--- config.mk ---
export PLATFORM = sky130hd
export DESIGN_NAME = loop_stream_detector
export DESIGN_NICKNAME = d
export VERILOG_FILES = /design/src/rtl/lsd_pkg.sv /design/src/rtl/lsd_track.sv /design/src/rtl/lsd_uop_buf.sv /design/src/rtl/loop_stream_detector.sv
export SDC_FILE = /design/constraint.sdc
export NUM_CORES = 1
export LEC_CHECK = 0
export BUFFER_PORTS_ARGS = -buffer_cell sky130_fd_sc_hd__buf_2
export CAP_MARGIN = 20
export CORE_UTILIZATION = 65
export CTS_BUF_LIST = sky130_fd_sc_hd__clkbuf_8 sky130_fd_sc_hd__clkbuf_16
export DETAILED_ROUTE_END_ITERATION = 16
export PLACE_DENSITY = 0.87
export SETUP_SLACK_MARGIN = 0.3
export SYNTH_ARGS = -nofsm -noshare
export SYNTH_HDL_FRONTEND = slang
export SYNTH_SLANG_ARGS = --single-unit
--- constraint.sdc ---
create_clock -name clk_i -period 8.9 [get_ports clk_i]
set_clock_uncertainty 0.2 [all_clocks]
set_input_delay 1.335 -clock clk_i [delete_from_list [all_inputs] [get_ports clk_i]]
set_output_delay 1.335 -clock clk_i [all_outputs]
set_load 0.02 [all_outputs]
--- src/rtl/lsd_pkg.sv ---
package lsd_pkg;
  typedef enum logic [1:0] {S_IDLE, S_TRACK, S_LOCK} lsd_state_e;
endpackage

--- src/rtl/lsd_track.sv ---
module lsd_track
  import lsd_pkg::*;
#(
  parameter int MAX_UOPS   = 28,
  parameter int MAX_BLOCKS = 4,
  parameter int MAX_TAKEN  = 4,
  parameter int LOCK_ITERS = 2,
  parameter int BLK_W      = 8,
  parameter int IDX_W      = $clog2(MAX_UOPS),
  parameter int UC_W       = $clog2(MAX_UOPS + 2)
) (
  input  logic             clk_i,
  input  logic             rst_ni,
  input  logic             flush_i,
  input  logic             uop_valid_i,
  input  logic [BLK_W-1:0] uop_blk_i,
  input  logic             uop_taken_i,
  input  logic             uop_ret_i,
  input  logic             uop_tgt_i,
  output logic             lock_o,
  output logic             wr_en_o,
  output logic [IDX_W-1:0] wr_idx_o,
  output logic [UC_W-1:0]  len_o
);
  localparam int BC_W = $clog2(MAX_BLOCKS + 2);
  localparam int TC_W = $clog2(MAX_TAKEN + 2);
  localparam int IT_W = $clog2(LOCK_ITERS + 1);
  localparam logic [UC_W-1:0] U_LIM  = UC_W'(MAX_UOPS);
  localparam logic [BC_W-1:0] B_LIM  = BC_W'(MAX_BLOCKS);
  localparam logic [TC_W-1:0] T_LIM  = TC_W'(MAX_TAKEN);
  localparam logic [IT_W-1:0] IT_LIM = IT_W'(LOCK_ITERS);

  lsd_state_e       state_q;
  logic             pend_q;
  logic [BLK_W-1:0] pend_blk_q, br_blk_q, last_blk_q;
  logic [UC_W-1:0]  uop_cnt_q, n_u;
  logic [BC_W-1:0]  blk_cnt_q, n_b;
  logic [TC_W-1:0]  tk_cnt_q, n_t;
  logic [IT_W-1:0]  iter_q, iter_n;
  logic [UC_W-1:0]  len_q;
  logic             wr, closure, new_blk, over, same;

  always_comb begin
    wr      = uop_valid_i && (state_q != S_LOCK);
    closure = wr && uop_tgt_i && pend_q;
    new_blk = closure || (uop_blk_i != last_blk_q);
    n_u     = (closure ? '0 : uop_cnt_q) + UC_W'(1);
    n_b     = (closure ? '0 : blk_cnt_q) + BC_W'(new_blk);
    n_t     = (closure ? '0 : tk_cnt_q) + TC_W'(uop_taken_i);
    over    = (n_u > U_LIM) || (n_b > B_LIM) || (n_t > T_LIM) ||
              (uop_taken_i && uop_ret_i);
    same    = (pend_blk_q == br_blk_q);
    iter_n  = iter_q + IT_W'(1);
  end

  assign wr_en_o  = wr && !over && !flush_i && ((state_q == S_TRACK) || closure);
  assign wr_idx_o = closure ? '0 : uop_cnt_q[IDX_W-1:0];
  assign lock_o   = (state_q == S_LOCK);
  assign len_o    = len_q;

  always_ff @(posedge clk_i or negedge rst_ni) begin
    if (!rst_ni) begin
      state_q    <= S_IDLE;
      pend_q     <= 1'b0;
      pend_blk_q <= '0;
      br_blk_q   <= '0;
      last_blk_q <= '0;
      uop_cnt_q  <= '0;
      blk_cnt_q  <= '0;
      tk_cnt_q   <= '0;
      iter_q     <= '0;
      len_q      <= '0;
    end else if (flush_i) begin
      state_q   <= S_IDLE;
      pend_q    <= 1'b0;
      uop_cnt_q <= '0;
      blk_cnt_q <= '0;
      tk_cnt_q  <= '0;
      iter_q    <= '0;
      len_q     <= '0;
    end else begin
      if (wr) begin
        pend_q     <= uop_taken_i && !uop_ret_i;
        pend_blk_q <= uop_blk_i;
        last_blk_q <= uop_blk_i;
      end
      unique case (state_q)
        S_IDLE: if (closure && !over) begin
          state_q   <= S_TRACK;
          br_blk_q  <= pend_blk_q;
          iter_q    <= '0;
          uop_cnt_q <= n_u;
          blk_cnt_q <= n_b;
          tk_cnt_q  <= n_t;
        end
        S_TRACK: begin
          if (wr && over) begin
            state_q <= S_IDLE;   // limit broken: abandon until next closure
          end else if (wr) begin
            uop_cnt_q <= n_u;
            blk_cnt_q <= n_b;
            tk_cnt_q  <= n_t;
            if (closure) begin
              if (!same) begin
                br_blk_q <= pend_blk_q;
                iter_q   <= '0;
              end else if (iter_n >= IT_LIM) begin
                state_q <= S_LOCK;
                len_q   <= uop_cnt_q;
              end else begin
                iter_q <= iter_n;
              end
            end
          end
        end
        default: ;
      endcase
    end
  end

  assert_blk_limit_R1: assert property (@(posedge clk_i) disable iff (!rst_ni)
    (state_q == S_TRACK) |-> (blk_cnt_q <= B_LIM));
  assert_uop_limit_R2: assert property (@(posedge clk_i) disable iff (!rst_ni)
    (state_q == S_LOCK) |-> (len_q <= U_LIM && len_q != '0));
  assert_taken_limit_R3: assert property (@(posedge clk_i) disable iff (!rst_ni)
    (state_q == S_TRACK) |-> (tk_cnt_q <= T_LIM));
  assert_ret_kill_R4: assert property (@(posedge clk_i) disable iff (!rst_ni)
    (wr && uop_taken_i && uop_ret_i) |=> (state_q == S_IDLE));
  assert_lock_on_closure_R5: assert property (@(posedge clk_i) disable iff (!rst_ni)
    (state_q != S_LOCK && !closure) |=> (state_q != S_LOCK));
  assert_flush_clear_R8: assert property (@(posedge clk_i) disable iff (!rst_ni)
    flush_i |=> (state_q == S_IDLE && !pend_q && iter_q == '0));
endmodule

--- src/rtl/lsd_uop_buf.sv ---
module lsd_uop_buf #(
  parameter int UOP_W = 16,
  parameter int DEPTH = 28,
  parameter int IDX_W = $clog2(DEPTH),
  parameter int LEN_W = $clog2(DEPTH + 2)
) (
  input  logic             clk_i,
  input  logic             rst_ni,
  input  logic             wr_en_i,
  input  logic [IDX_W-1:0] wr_idx_i,
  input  logic [UOP_W-1:0] wr_uop_i,
  input  logic             lock_i,
  input  logic [LEN_W-1:0] len_i,
  output logic [UOP_W-1:0] rd_uop_o
);
  logic [UOP_W-1:0] mem_q [DEPTH];
  logic [IDX_W-1:0] rd_q;
  logic             at_end;

  assign at_end   = (LEN_W'(rd_q) == len_i - LEN_W'(1));
  assign rd_uop_o = mem_q[rd_q];

  always_ff @(posedge clk_i) begin
    if (wr_en_i) mem_q[wr_idx_i] <= wr_uop_i;
  end

  always_ff @(posedge clk_i or negedge rst_ni) begin
    if (!rst_ni)      rd_q <= '0;
    else if (!lock_i) rd_q <= '0;
    else if (at_end)  rd_q <= '0;
    else              rd_q <= rd_q + IDX_W'(1);
  end

  assert_replay_wrap_R7: assert property (@(posedge clk_i) disable iff (!rst_ni)
    (lock_i && at_end) |=> (rd_q == '0));
  assert_replay_step_R7: assert property (@(posedge clk_i) disable iff (!rst_ni)
    (lock_i && !at_end) |=> (!lock_i || rd_q == $past(rd_q) + IDX_W'(1)));
  assert_no_write_locked_R6: assert property (@(posedge clk_i) disable iff (!rst_ni)
    lock_i |-> !wr_en_i);
endmodule

--- src/rtl/loop_stream_detector.sv ---
module loop_stream_detector #(
  parameter int UOP_W      = 16,
  parameter int BLK_W      = 8,
  parameter int MAX_UOPS   = 28,
  parameter int MAX_BLOCKS = 4,
  parameter int MAX_TAKEN  = 4,
  parameter int LOCK_ITERS = 2
) (
  input  logic             clk_i,
  input  logic             rst_ni,
  input  logic             flush_i,
  input  logic             uop_valid_i,
  input  logic [UOP_W-1:0] uop_i,
  input  logic [BLK_W-1:0] uop_blk_i,
  input  logic             uop_taken_i,
  input  logic             uop_ret_i,
  input  logic             uop_tgt_i,
  output logic             gate_o,
  output logic             replay_valid_o,
  output logic [UOP_W-1:0] replay_uop_o
);
  localparam int IDX_W = $clog2(MAX_UOPS);
  localparam int UC_W  = $clog2(MAX_UOPS + 2);

  logic             lock, wr_en;
  logic [IDX_W-1:0] wr_idx;
  logic [UC_W-1:0]  len;

  lsd_track #(
    .MAX_UOPS(MAX_UOPS), .MAX_BLOCKS(MAX_BLOCKS), .MAX_TAKEN(MAX_TAKEN),
    .LOCK_ITERS(LOCK_ITERS), .BLK_W(BLK_W), .IDX_W(IDX_W), .UC_W(UC_W)
  ) i_track (
    .clk_i, .rst_ni, .flush_i, .uop_valid_i, .uop_blk_i, .uop_taken_i,
    .uop_ret_i, .uop_tgt_i,
    .lock_o(lock), .wr_en_o(wr_en), .wr_idx_o(wr_idx), .len_o(len)
  );

  lsd_uop_buf #(
    .UOP_W(UOP_W), .DEPTH(MAX_UOPS), .IDX_W(IDX_W), .LEN_W(UC_W)
  ) i_buf (
    .clk_i, .rst_ni, .wr_en_i(wr_en), .wr_idx_i(wr_idx), .wr_uop_i(uop_i),
    .lock_i(lock), .len_i(len), .rd_uop_o(replay_uop_o)
  );

  // flush releases the gate combinationally
  assign gate_o         = lock && !flush_i;
  assign replay_valid_o = lock && !flush_i;

  assert_flush_gate_R8: assert property (@(posedge clk_i) disable iff (!rst_ni)
    flush_i |=> !gate_o || !$past(lock));
endmodule

**After elaboration in Yosys (flattened, before gate mapping)**

Memory sizes are Yosys's and may differ from the RTL's.
Cells that the tools add are included.

- Bits in registers: 42
- Word-level logic and storage cells: 129
- Memories kept: 1
- Bits in writable memories: 448

- Muxes and demuxes: 53
- Add/sub/neg operators: 6
- Reductions and logical operators: 33
- $lt $le $gt $ge: 4
- Eq/ne operators: 21
- Bitwise logic cells: 1

Memory list:

| name | words | width | read ports | clocked after memory_dff | write ports | line | source |
|---|---|---|---|---|---|---|---|
| i_buf.mem_q | 28 | 16 | 1 | 0 | 1 | lsd_uop_buf.sv:16 | `logic [UOP_W-1:0] mem_q [DEPTH];` |

Operators with widths:

| kind | count |
|---|---|
| 5-bit two-way mux | 14 |
| 8-bit two-way mux | 5 |
| 3-bit two-way mux | 10 |
| 2-bit two-way mux | 14 |
| 6-bit AND reduction | 3 |
| 8-bit one-hot mux with 2 select lines | 1 |
| 4-bit by 3-bit != test with 1-bit output, second input constant | 3 |
| 3-bit one-hot mux with 2 select lines | 2 |
| 2-bit nonzero test | 6 |
| 1-bit logical AND | 11 |
| 5-bit by 1-bit adder with 5-bit output, second input constant | 2 |
| 5-bit one-hot mux with 2 select lines | 1 |
| 3-bit by 2-bit != test with 1-bit output, second input constant | 3 |
| 8-bit equality test | 1 |
| 2-bit != test, second input constant | 4 |
| 4-bit != test, second input constant | 2 |
| 8-bit != test | 1 |
| 2-bit one-hot mux with 2 select lines | 2 |
| 7-bit AND reduction | 1 |
| 3-bit by 1-bit adder with 3-bit output | 2 |
| 3-bit > comparator, second input constant | 2 |
| 2-bit by 1-bit != test with 1-bit output, second input constant | 3 |
| 5-bit equality test | 1 |
| 5-bit > comparator, second input constant | 1 |
| 14 further kinds | 23 |

**Logic depth before layout (Yosys ltp)**

- Depth in word-level cells: 16
- Gate-level depth with buffers: 14

**Hierarchy**

From an unflattened synthesis, not the netlist that was laid out.

- Cells, all modules: 1148
- Area, all modules: 20188.1 um^2

By module, submodules not included:

| module | cells an instance | area an instance (um^2) | times used |
|---|---|---|---|
| lsd_uop_buf | 915 | 17842.1 | 1 |
| lsd_track | 231 | 2324.7 | 1 |
| loop_stream_detector | 2 | 21.3 | 1 |

**Worst setup path before layout**

No wires, ideal clock.

- Path kind: input-to-reg
- From: input uop_tgt_i
- To: memory i_buf.mem_q[10][0], enable pin
- Slack: 3354 ps
- Path buffers: 4
- Data arrival time: 4937 ps
- Cell stages on the path: 14
- Library setup time: 409 ps
- Cell sequence: and2_1 buf_4 nand3_1 clkbuf_1 nand3_1 ha_1 ha_1 and3_1 a32oi_2 a21oi_1 or4b_1 buf_6 buf_6 nor3_1

- Longest elaborated chain between the ends: 14
- Elaborated cells on any way between the ends: 22

Ends and longest elaborated chain:

| item | line | source |
|---|---|---|
| from (decl) | loop_stream_detector.sv:17 | `input logic uop_tgt_i,` |
| 1-bit logical AND (*) (2 in a row) | lsd_track.sv:45 | `closure = wr && uop_tgt_i && pend_q;` |
| 5-bit two-way mux (tied with other cells) | lsd_track.sv:47, lsd_track.sv:57 |  |
| 5-bit by 1-bit adder with 5-bit output or 3-bit by 1-bit adder with 3-bit output (tied branches) | lsd_track.sv:47, lsd_track.sv:48 |  |
| 5-bit > comparator or 3-bit > comparator (tied branches) | lsd_track.sv:50 | `over = (n_u > U_LIM) \|\| (n_b > B_LIM) \|\| (n_t > T_LIM) \|\|` |
| 1-bit logical OR (3 in a row) | lsd_track.sv:50 |  |
| 1-bit logical NOT | lsd_track.sv:56 | `assign wr_en_o = wr && !over && !flush_i && ((state_q == S_TRACK) \|\| closure);` |
| 1-bit logical AND (3 in a row) | lsd_track.sv:56 |  |
| 1-bit two-way mux | lsd_uop_buf.sv:24 | `if (wr_en_i) mem_q[wr_idx_i] <= wr_uop_i;` |
| 1-bit two-way mux (implied by the code) | lsd_uop_buf.sv:24 |  |
| to (decl) | lsd_uop_buf.sv:16 |  |

Every way passes the cells marked *; elsewhere a longest branch is shown, timed or not.

**Worst setup path after layout**

- From: input uop_tgt_i
- To: memory i_buf.mem_q[5][11], enable pin

The elaborated chain is that of the path after synthesis.

==> flow_summary.yaml <==
outcome:
  outcome: "finished clean"
floorplanning:
  die_h_um: 177
  std_cell_rows: 63
  ioPinCount: 49
  start_util_pct: 66.5
  die-area_um2: 31300
  die_w_um: 177
  core_um2: 29900
cells_and_area:
  fill_cells: 1562
  syn_to_final_growth_pct: 11.9
  drive_gt1_share_pct: 31.8
  fin_nets: 1102
detailed_routing:
  post_drt_wl_per_cell_um: 32.1
  wirelength_um: 47700
  drc: 0
  firstDrtPassIters: 5
  dr.first_iter.drc_count: 1577
  antenna_left: 0
  vias_per_cell: 7.05
  vias: 10500
yosys:
  syn-num-nets: 1026
  avgSynthCellArea_um2: 20.1
  synth_xor_area_share_pct: 1.15
  synth_compound_area_share_pct: 2.54
  synth_top_family_by_area: "multiplexers"
  synth_edf_count: 448
  syn_area_um2: 19900
  synthFlopType: "edfxtp_1"
  synth_adder_area_share_pct: 0.567
  synth_warnings: 0
  muxShareOfSynthArea_pct: 17.4
  ys_seq_area_share_pct: 73.0
  synthCells: 986
  synth_cell_types: 61
  ys_ff_latch: 490
  ys_async_sr_fraction_pct: 8.57
  yosys.area_share.simple_pct: 3.66
grt:
  antenna_found_initial: 2
  grt_pass1_wl_um: 70500
  grt_max_degree: 117
  grt_overflow: 0
  groute.usage.overall_pct: 32.2
  grt_pass1_vias: 10800
clocking:
  cts_buffer_depth: 3
  cts_root_buf: "clkbuf_16"
  path_clk_slew_ns: 0.06
  htree_levels: 2
  cts_setup_buffers: 0
  cts_resized: 0
  hold_buffers: 0
  clock_latency_ns: 0.56
  cts_sinks: 490
  cts_tree: "built"
  numCtsBuffers: 47
sta:
  setup-tns-final_ns: 0
  hold_viol: 0
  relSlewSlack_pct: 24.8
  drv_slew: 0
  setup_viol: 0
  fin_crit_sh_pct: 62.1
  post-route-min-period_ns: 5.53
  tightest_slew_ns: 1.13
  worst_hold_slack_ns: 0.332
  rsz0062_at_grt: "no"
  fmax_mhz: 181
critical_path:
  critPathKind: "primary input to register"
  cp_data_required_time_ns: 8.94
  cpPeakStageDelay_ns: 0.69
  endpoint_kind: "register"
  r2r_end: "i_buf.mem_q[5][11]$_DFFE_PP_"
  reg2reg_depth: 12
  rrSetupSlack_ns: 3.80
  start_kind: "primary input"
  crit_slowest_cell: "nor3_2"
  crit_path_max_fanout: 28
  path_cells: "buf_2, and2_1, nand3_1, and2_1, ha_1, ha_1, and3_1, a32oi_2, a21oi_1, or4b_1, buf_4, nor3_2, buf_4"
  cp_top_family: "simple AND/OR/NAND/NOR gates"
  reg2reg_from: "i_track.pend_q$_DFFE_PN0N_"
  cp-startpoint: "uop_tgt_i"
  crit_arrival_ns: 5.57
  crit_buf_inv: 3
placed_design:
  port_buffers: 48
  place_congestion: 0.861
  dp_hpwl_um: 26700
power:
  ir_drop_mv: 0.149
  power_density_nw_per_um2: 206
  p_leak_nw: 7.04
worst_hold_path:
  hold_path_class: "register to register"
  hold_path_end: "i_track.br_blk_q[0]$_DFFE_PN0P_"
  whs_path_depth: 1
  hold_start: "i_track.br_blk_q[0]$_DFFE_PN0P_"
job:
  cap_viol_max_count: 0
[cells in the mapped netlist, types with 7 or more instances]
cell type / n / area, um2
mux2i_1: 19 / 190
nand4_1: 11 / 68.8
mux4_2: 128 / 2880
buf_2: 25 / 125
nand2_1: 33 / 124
clkbuf_1: 20 / 75.1
inv_1: 13 / 48.8
xnor2_1: 15 / 131
mux2_2: 34 / 383
dfrtp_1: 42 / 1050
xor2_1: 11 / 96.3
nor3_1: 33 / 165
o21ai_0: 19 / 95.1
nand3_1: 7 / 35.0
o31ai_1: 9 / 67.6
edfxtp_1: 448 / 13500
a21oi_1: 10 / 50.1
nor2_1: 23 / 86.3
ha_1: 9 / 113
[report_power, final]
group          total [mW]  leakage (nW)  internal (mW)  switching [mW]
Sequential           2.54          4.58           2.52          0.0147
Combinational       0.108          1.69         0.0323          0.0759
Clock                1.94         0.771           1.11           0.831
Total                4.59          7.04           3.67           0.922
[sequential cells by signal (all words and copies together) (netlist names), 3 cells and up]
name	cells
i_buf.mem_q	448
i_buf.rd_q	5
i_track.blk_cnt_q	3
i_track.br_blk_q	8
i_track.last_blk_q	8
i_track.len_o	5
i_track.tk_cnt_q	3
i_track.uop_cnt_q	5
[cells by family after synthesis]
logic type,Yosys count
compound gates,72
xor+xnor,26
fa+ha+maj,9
buf+inv,69
flops,490
mux,181
simple gates,139
[layout make-up]
type | count | area (um2) | area share (%)
inverter | 14 | 52.6 | 0.236
clock inverter | 32 | 263 | 1.18
multi-input combinational | 427 | 5170 | 23.2
sequential | 490 | 14500 | 65.3
tap | 390 | 488 | 2.19
timing repair buffer | 82 | 523 | 2.35
clock buffer | 49 | 1230 | 5.51
antenna | 1 | 2.50 | 0.0113
[routing by layer]
layer  track usage [%]  up-vias  part of all wire (%)
met3              4.96      137                   9.5
met2              53.8      746                    51
met5                 0        -                 0.025
li1                  -     4208                     -
met1              42.6     5369                    35
met4              14.2        2                   4.8
[worst max-delay path by stage]
stage                                              end  slack [ns]  cells after the start
after floorplan           i_buf.mem_q[10][0]$_DFFE_PP_        3.35                     14
after global placement    i_buf.mem_q[3][14]$_DFFE_PP_        2.87                     12
after detailed placement  i_buf.mem_q[5][11]$_DFFE_PP_        2.89                     13
after CTS                             replay_uop_o[15]        3.43                      6
after global routing       i_buf.mem_q[4][6]$_DFFE_PP_        3.19                     13
final                     i_buf.mem_q[5][11]$_DFFE_PP_        3.37                     13
[cell usage in the layout, fill, tap and decap left out, types with 3 or more instances in the layout]
cell	count
nand3_1	7
buf_6	4
nor3_2	29
mux2i_1	19
mux4_2	128
edfxtp_1	448
a31oi_1	5
o31ai_1	9
a21oi_1	10
nand4_1	11
nor3_1	5
clkinv_2	4
nor2_1	23
and2_1	6
inv_1	26
o21a_1	3
bufinv_16	4
xor2_1	11
nand2_1	33
a21o_1	3
buf_4	29
o311ai_0	3
clkbuf_16	49
or3_1	5
o21ai_0	19
ha_1	9
nor4_1	4
xnor2_1	15
buf_2	48
dfrtp_1	38
clkinv_1	6
mux2_2	34
[worst reg2reg max path: cells and delay by family (launching register included)]
kind / cells / cell delay [ns]
adder cells (fa/ha/maj): 2 / 0.46
AND/OR/NAND/NOR: 6 / 2.51
AO/OA/AOI/OAI: 2 / 0.55
flip-flops: 1 / 0.43
buffers and inverters: 2 / 0.62
[metrics by stage]
stage	area [um2]	util (%)	setup slack (ns)	total power, mW	cells
floorplan	19900	-	3.35	2.63	986
global placement	20700	69.3	2.87	2.69	1399
detailed placement	20700	69.4	2.89	2.69	1403
CTS	22200	74.4	3.43	4.60	1484
global route	22200	74.4	3.19	4.69	1484
finish	22200	74.4	3.37	4.59	1485
Power figures use the tool's default switching activity.
